`src/rtl/bxcvr_pkg.sv`:
```
package bxcvr_pkg;
  // Per-half strobes passed from control to datapath
  typedef struct packed {
    logic openAb;   // A-to-B storage transparent (load and pass through)
    logic driveAb;  // port B driven
    logic openBa;   // B-to-A storage transparent
    logic driveBa;  // port A driven
  } halfStrobe_t;
endpackage

```
`src/rtl/bxcvr_ctrl.sv`:
```
module bxcvr_ctrl
  import bxcvr_pkg::*;
#(
  parameter int NUM_HALVES = 2
) (
  input  logic                              clk,
  input  logic                              rstN,
  input  logic [NUM_HALVES-1:0]             pathEnAbN,
  input  logic [NUM_HALVES-1:0]             latchEnAbN,
  input  logic [NUM_HALVES-1:0]             outEnAbN,
  input  logic [NUM_HALVES-1:0]             pathEnBaN,
  input  logic [NUM_HALVES-1:0]             latchEnBaN,
  input  logic [NUM_HALVES-1:0]             outEnBaN,
  output halfStrobe_t [NUM_HALVES-1:0]      strobes,
  output logic [NUM_HALVES-1:0]             contention
);
  logic [NUM_HALVES-1:0] pathAbQ, latchAbQ, outAbQ;
  logic [NUM_HALVES-1:0] pathBaQ, latchBaQ, outBaQ;

  // Controls idle high out of reset, so nothing drives and nothing loads
  always_ff @(posedge clk) begin
    if (!rstN) begin
      pathAbQ  <= '1;
      latchAbQ <= '1;
      outAbQ   <= '1;
      pathBaQ  <= '1;
      latchBaQ <= '1;
      outBaQ   <= '1;
    end else begin
      pathAbQ  <= pathEnAbN;
      latchAbQ <= latchEnAbN;
      outAbQ   <= outEnAbN;
      pathBaQ  <= pathEnBaN;
      latchBaQ <= latchEnBaN;
      outBaQ   <= outEnBaN;
    end
  end

  for (genvar h = 0; h < NUM_HALVES; h++) begin : g_half
    always_comb begin
      strobes[h].openAb  = ~pathAbQ[h] & ~latchAbQ[h];
      strobes[h].driveAb = ~pathAbQ[h] & ~outAbQ[h];
      strobes[h].openBa  = ~pathBaQ[h] & ~latchBaQ[h];
      strobes[h].driveBa = ~pathBaQ[h] & ~outBaQ[h];
    end
    assign contention[h] = strobes[h].driveAb & strobes[h].driveBa;
  end
endmodule

```
`src/rtl/bxcvr_datapath.sv`:
```
module bxcvr_datapath
  import bxcvr_pkg::*;
#(
  parameter int HALF_W     = 8,
  parameter int NUM_HALVES = 2,
  localparam int BUS_W     = HALF_W * NUM_HALVES
) (
  input  logic                         clk,
  input  logic                         rstN,
  input  logic [BUS_W-1:0]             aIn,
  input  logic [BUS_W-1:0]             bIn,
  input  halfStrobe_t [NUM_HALVES-1:0] strobes,
  output logic [BUS_W-1:0]             aOut,
  output logic [BUS_W-1:0]             aDriveEn,
  output logic [BUS_W-1:0]             bOut,
  output logic [BUS_W-1:0]             bDriveEn
);
  logic [BUS_W-1:0] aQ, bQ;

  always_ff @(posedge clk) begin
    if (!rstN) begin
      aQ <= '0;
      bQ <= '0;
    end else begin
      aQ <= aIn;
      bQ <= bIn;
    end
  end

  for (genvar h = 0; h < NUM_HALVES; h++) begin : g_half
    logic [HALF_W-1:0] abStore, baStore;

    // Storage loads only while its direction is open; holding otherwise
    always_ff @(posedge clk) begin
      if (!rstN) begin
        abStore <= '0;
        baStore <= '0;
      end else begin
        if (strobes[h].openAb) abStore <= aQ[h*HALF_W +: HALF_W];
        if (strobes[h].openBa) baStore <= bQ[h*HALF_W +: HALF_W];
      end
    end

    assign bOut[h*HALF_W +: HALF_W] = strobes[h].openAb ? aQ[h*HALF_W +: HALF_W] : abStore;
    assign aOut[h*HALF_W +: HALF_W] = strobes[h].openBa ? bQ[h*HALF_W +: HALF_W] : baStore;
    assign bDriveEn[h*HALF_W +: HALF_W] = {HALF_W{strobes[h].driveAb}};
    assign aDriveEn[h*HALF_W +: HALF_W] = {HALF_W{strobes[h].driveBa}};
  end
endmodule

```
`src/rtl/latched_bus_xcvr.sv`:
```
module latched_bus_xcvr
  import bxcvr_pkg::*;
#(
  parameter int HALF_W     = 8,
  parameter int NUM_HALVES = 2,
  localparam int BUS_W     = HALF_W * NUM_HALVES
) (
  input  logic                  clk,
  input  logic                  rstN,
  input  logic [BUS_W-1:0]      aIn,
  input  logic [BUS_W-1:0]      bIn,
  input  logic [NUM_HALVES-1:0] pathEnAbN,
  input  logic [NUM_HALVES-1:0] latchEnAbN,
  input  logic [NUM_HALVES-1:0] outEnAbN,
  input  logic [NUM_HALVES-1:0] pathEnBaN,
  input  logic [NUM_HALVES-1:0] latchEnBaN,
  input  logic [NUM_HALVES-1:0] outEnBaN,
  output logic [BUS_W-1:0]      aOut,
  output logic [BUS_W-1:0]      aDriveEn,
  output logic [BUS_W-1:0]      bOut,
  output logic [BUS_W-1:0]      bDriveEn,
  output logic [NUM_HALVES-1:0] contention
);
  halfStrobe_t [NUM_HALVES-1:0] strobes;

  bxcvr_ctrl #(.NUM_HALVES(NUM_HALVES)) u_ctrl (
    .clk        (clk),
    .rstN       (rstN),
    .pathEnAbN  (pathEnAbN),
    .latchEnAbN (latchEnAbN),
    .outEnAbN   (outEnAbN),
    .pathEnBaN  (pathEnBaN),
    .latchEnBaN (latchEnBaN),
    .outEnBaN   (outEnBaN),
    .strobes    (strobes),
    .contention (contention)
  );

  bxcvr_datapath #(.HALF_W(HALF_W), .NUM_HALVES(NUM_HALVES)) u_dp (
    .clk      (clk),
    .rstN     (rstN),
    .aIn      (aIn),
    .bIn      (bIn),
    .strobes  (strobes),
    .aOut     (aOut),
    .aDriveEn (aDriveEn),
    .bOut     (bOut),
    .bDriveEn (bDriveEn)
  );
endmodule

```
`config.mk`:
```
export PLATFORM = sky130hd
export DESIGN_NAME = latched_bus_xcvr
export DESIGN_NICKNAME = d
export VERILOG_FILES = /design/src/rtl/bxcvr_pkg.sv /design/src/rtl/bxcvr_ctrl.sv /design/src/rtl/bxcvr_datapath.sv /design/src/rtl/latched_bus_xcvr.sv
export SDC_FILE = /design/constraint.sdc
export NUM_CORES = 1
export LEC_CHECK = 0
export BUFFER_PORTS_ARGS = -buffer_cell sky130_fd_sc_hd__buf_2
export CAP_MARGIN = 20
export CORE_MARGIN = 1.5
export CORE_UTILIZATION = 53
export CTS_BUF_LIST = sky130_fd_sc_hd__clkbuf_16
export DETAILED_ROUTE_END_ITERATION = 10
export PLACE_DENSITY = 0.81
export SYNTH_ARGS = -nofsm -noshare
export SYNTH_HDL_FRONTEND = slang
export SYNTH_SLANG_ARGS = --single-unit
```
`constraint.sdc`:
```
create_clock -name clk -period 1.59 [get_ports clk]
set_input_delay 0.0795 -clock clk [delete_from_list [all_inputs] [get_ports clk]]
set_output_delay 0.0795 -clock clk [all_outputs]
set_load 0.005 [all_outputs]
```
After elaboration in Yosys (flattened, before gate mapping):

Cells that the tools add are included.

* add/sub/neg operators: 0
* $mul: 0
* divide/modulo/power cells: 0
* magnitude comparators: 0
* equal/unequal tests: 0
* shifts and indexed selects: 0
* mux-type cells: 4
* bitwise logic cells: 22
* reductions and logical operators: 0

Operators with widths (count)
* 8-bit two-way mux: 4
* 1-bit NOT: 12
* 1-bit bitwise AND: 10

* bits in registers: 76
* bits in latches: 0
* RAM bits: 0
* memory bits (read-only): 0
* input bits: 46
* output and inout port bits: 66
* word-level logic and storage cells: 38
* memories kept: 0

Depth between registers and ports, before layout:

* depth after elaboration: 3
* gate-level depth with buffers: 5
* mapped depth without buffers: 2

Modules after synthesis:

Synthesis repeated with hierarchy kept, for this count alone.

* cells, all modules: 237
* area, all modules: 2932.8 um^2

By module, submodules not included
* bxcvr_datapath: times used 1, cells an instance 202, area each 2555.0 um^2, sequential area each 1281.2 um^2
* bxcvr_ctrl: times used 1, cells an instance 35, area each 377.9 um^2, sequential area each 240.2 um^2

Worst setup path before layout:

No wires, ideal clock.

* path kind: reg2out
* start: reg u_ctrl.pathAbQ[0]
* end: out bOut[3]
* arrival: 993 ps
* required time: 1510 ps
* slack: 517 ps
* stages on the path, launching flop included: 4
* buffers on the path: 1
* cell sequence: dfxtp_1 -> nor2_4 -> buf_12 -> mux2_4

* longest elaborated chain between the ends: 3

Ends and longest elaborated chain
* from (decl): RTL line bxcvr_ctrl.sv:17 `logic [NUM_HALVES-1:0] pathAbQ, latchAbQ, outAbQ;`
* from (signal assigned): RTL line bxcvr_ctrl.sv:30 `pathAbQ <= pathEnAbN;`
* 1-bit NOT: RTL line bxcvr_ctrl.sv:41 `strobes[h].openAb = ~pathAbQ[h] & ~latchAbQ[h];`
* 1-bit bitwise AND: RTL line bxcvr_ctrl.sv:41
* 8-bit two-way mux
* to (decl): RTL line latched_bus_xcvr.sv:20 `output logic [BUS_W-1:0] bOut,`

No other way between the ends.

Worst setup path after layout:

* start: reg u_ctrl.pathBaQ[1]
* end: out aOut[10]

* longest elaborated chain between the ends: 3

Ends and longest elaborated chain
* from (decl): RTL line bxcvr_ctrl.sv:18 `logic [NUM_HALVES-1:0] pathBaQ, latchBaQ, outBaQ;`
* from (signal assigned): RTL line bxcvr_ctrl.sv:33 `pathBaQ <= pathEnBaN;`
* 1-bit NOT: RTL line bxcvr_ctrl.sv:43 `strobes[h].openBa = ~pathBaQ[h] & ~latchBaQ[h];`
* 1-bit bitwise AND: RTL line bxcvr_ctrl.sv:43
* 8-bit two-way mux: RTL line bxcvr_datapath.sv:45 `assign aOut[h*HALF_W +: HALF_W] = strobes[h].openBa ? bQ[h*HALF_W +: HALF_W] : baStore;`
* to (decl): RTL line latched_bus_xcvr.sv:18 `output logic [BUS_W-1:0] aOut,`

No other way between the ends.

==> impl_metrics.csv <==
group,metric,value,unit
synth,synth_edf_count,0,
min_path,worstHoldEndpoint,"u_ctrl.pathBaQ[1]",
route,vias,2435,
worst_setup_path,worst_ep_arrival_time,1450,ps
final_layout,nNetsFinal,483,
cts,cts_sinks,76,
cts,root_buffer,"clkbuf_16",
route,drc,0,
run_status,outcome,"finished clean",
synth,syn_inst,302,
global_route,grtUsageTotal,21.2,%
route,firstDrtPassIters,4,
worst_setup_path,start_kind,"register",
timing,rsz0062_at_grt,"no",
synth,syn_nets,348,
synth,yosysMostFrequentCell,"dfxtp_1",
global_route,grt_pass1_vias,2380,
power_and_ir_drop,powerDensity,939,nW/µm²
worst_setup_path,r2r_end,"u_dp.g_half[0].abStore[1]",
placement,numPortBuffers,111,
worst_setup_path,worst-path-max-fanout,15,
synth,yosys.area_share.simple,18.6,%
min_path,hp-class,"in2reg",
min_path,worstHoldPathCells,3,
placement,post_dp_cell_area,3540,µm²
timing,slew-limit-headroom,74.1,%
synth,synthMuxAreaShare,22.5,%
cts,numCtsBuffers,9,
cts,clk_pin_slew,50,ps
worst_setup_path,r2r-start,"u_ctrl.pathAbQ[0]",
route,wl,6570,µm
power_and_ir_drop,p_leak,0.00199,µW
final_layout,num_antenna_cells,0,
job,cap_violations,0,
global_route,grt_antenna_before_repair,0,
global_route,grt_overflow,0,
route,viasPerCell,4.77,
synth,synth_xor_xnor_area_share,0,%
timing,clock.fmax,655,MHz
synth,synthAdderAreaFrac,0,%
floorplan,ioPinCount,112,
timing,finalSetupTns,0,ps
cts,cts_tree,"done",
synth,synth-async-reset-ratio,0,%
floorplan,core,5610,µm²
final_layout,area_growth,36.3,%
route,postRouteAntennaNets,0,
worst_setup_path,crit_type,"reg2out",
synth,synth_top_cell_by_area,"dfxtp_1",
min_path,hp-start,"rstN",
synth,yosysSeqAreaShare,48.2,%
cts,h-tree-depth,3,
worst_setup_path,r2r_cells,5,
route,routedWlPerCell,12.9,µm
synth,synth_compound_gate_area_share,0,%
worst_setup_path,reg2reg_slack,460,ps
cts,clock_latency,320,ps
global_route,grt_max_degree,109,
placement,hpwlAfterDp,3680,µm
floorplan,initial_utilization,56.2,%
placement,place_congestion,0.737,
timing,finalSetupViolCount,0,
floorplan,die_area,6420,µm²
synth,synth.top_cell.area_share,48.2,%
global_route,grt_pass1_wl,10300,µm
synth,netlist_area,3150,µm²
floorplan,std_cell_rows,27,
synth,synth_flop_cell,"dfxtp_1",
worst_setup_path,crit_path_end_kind,"primary output",
final_layout,fin_area,4300,µm²
power_and_ir_drop,ir_drop,691,µV
synth,yosys_register_bits,76,
timing,clock_skew,3.39,ps
synth,synth_top_family_by_area,"multiplexers",
timing,finalMaxSlewViolations,0,
cts,ctsLongestPathBuffers,2,
floorplan,die_w,80.1,µm
route,initialDrtViolationCount,105,
synth,ys_top_cells_by_count,"76 x dfxtp_1, 64 x nand2_1, 32 x and2_1, 32 x mux2i_1, 31 x buf_4",
synth,synth.distinct_cells,15,
final_layout,final_core_util,76.6,%
floorplan,die-height,80.1,µm
synth,yosys-top-cells-area,"dfxtp_1 48%, mux2i_1 10%, mux2_2 8.6%",
final_layout,drive_above_1_share,38.6,%
timing,tightest_slew,387,ps
synth,synth_area_per_cell,10.4,µm²
synth,ys_warn_count,0,
timing,period_share,96.1,%
timing,final_hold_viol_count,0,
worst_setup_path,cp.required,1510,ps
timing,min_period,1530,ps
[area by class of cell]
cell class                 instances  area, µm²
sequential                        76       1520
fill                             381       1310
multi-input combinational        182       1300
timing repair buffer             168       1150
clock buffer                       9        225
tap                               72       90.1
clock inverter                     3       11.3
[kinds of logic after synthesis]
kind of cell / after synthesis
DFF: 76
and+or+nand+nor: 118
muxes: 64
buffers and inverters: 44
[state kept, by name, indices dropped and copies added, names as in the netlist]
register / flops
u_dp.aQ: 16
u_dp.bQ: 16
u_dp.g_half.abStore: 16
u_dp.g_half.baStore: 16
u_ctrl.latchAbQ: 2
u_ctrl.latchBaQ: 2
u_ctrl.outAbQ: 2
u_ctrl.outBaQ: 2
u_ctrl.pathAbQ: 2
u_ctrl.pathBaQ: 2
[report_power, final]
group	switching [µW]	internal [µW]	total, µW
Sequential	41.3	1980	2020
Combinational	138	224	362
Clock	653	1000	1650
[worst max-delay path, stage by stage (launching register included)]
cell and delay, ps:
dfxtp_1 360, nor2_4 110, buf_8 180, mux2_2 360, buf_2 130
[timing repair]
item                       in CTS  in global routing
setup buffers                   4                  1
hold endpoints to repair       44                  0
pin swaps                       2                  1
setup endpoints to repair      18                  6
hold buffers                   44                  0
gates resized for setup         1                  1
[how the worst max path moves through the flow]
stage	end	cells past startpoint	start
floorplan	bOut[3]	3	u_ctrl.pathAbQ[0]
global placement	bOut[7]	3	u_ctrl.pathAbQ[0]
detailed placement	bOut[7]	3	u_ctrl.pathAbQ[0]
CTS	bOut[8]	3	u_ctrl.pathAbQ[1]
global route	aOut[11]	4	u_ctrl.pathBaQ[1]
finish	aOut[10]	4	u_ctrl.pathBaQ[1]
[per-layer routing]
layer	global-route usage, %	up-vias	part of all wire [%]
met5	0	-	0
met4	11.7	0	2.8
met3	4.43	16	5.0
met2	40.8	86	53
met1	20.9	1114	39
li1	-	1219	-
[through the flow]
step | worst slack, ps | cells | total power [µW] | hold WS, ps
after CTS | 11.1 | 509 | 4060 | 239
after global routing | 5.33 | 510 | 4210 | 259
after floorplan | 517 | 302 | 2230 | 181
after detailed placement | 234 | 449 | 2320 | 263
after global placement | 263 | 449 | 2310 | 263
final | 62.5 | 510 | 4040 | 250
[layout by cell type, fill, tap and decap left out]
master / instances
buf_4: 8
clkinv_1: 1
buf_8: 1
nor4_1: 2
buf_12: 4
buf_2: 111
nand2_1: 64
nand2b_1: 12
nor2_1: 4
mux2i_1: 32
dlygate4sd3_1: 44
dfxtp_1: 76
nor2_4: 4
clkbuf_16: 9
and2_1: 32
mux2_4: 8
mux2_2: 24
inv_1: 2
Power figures use the tool's default switching activity.
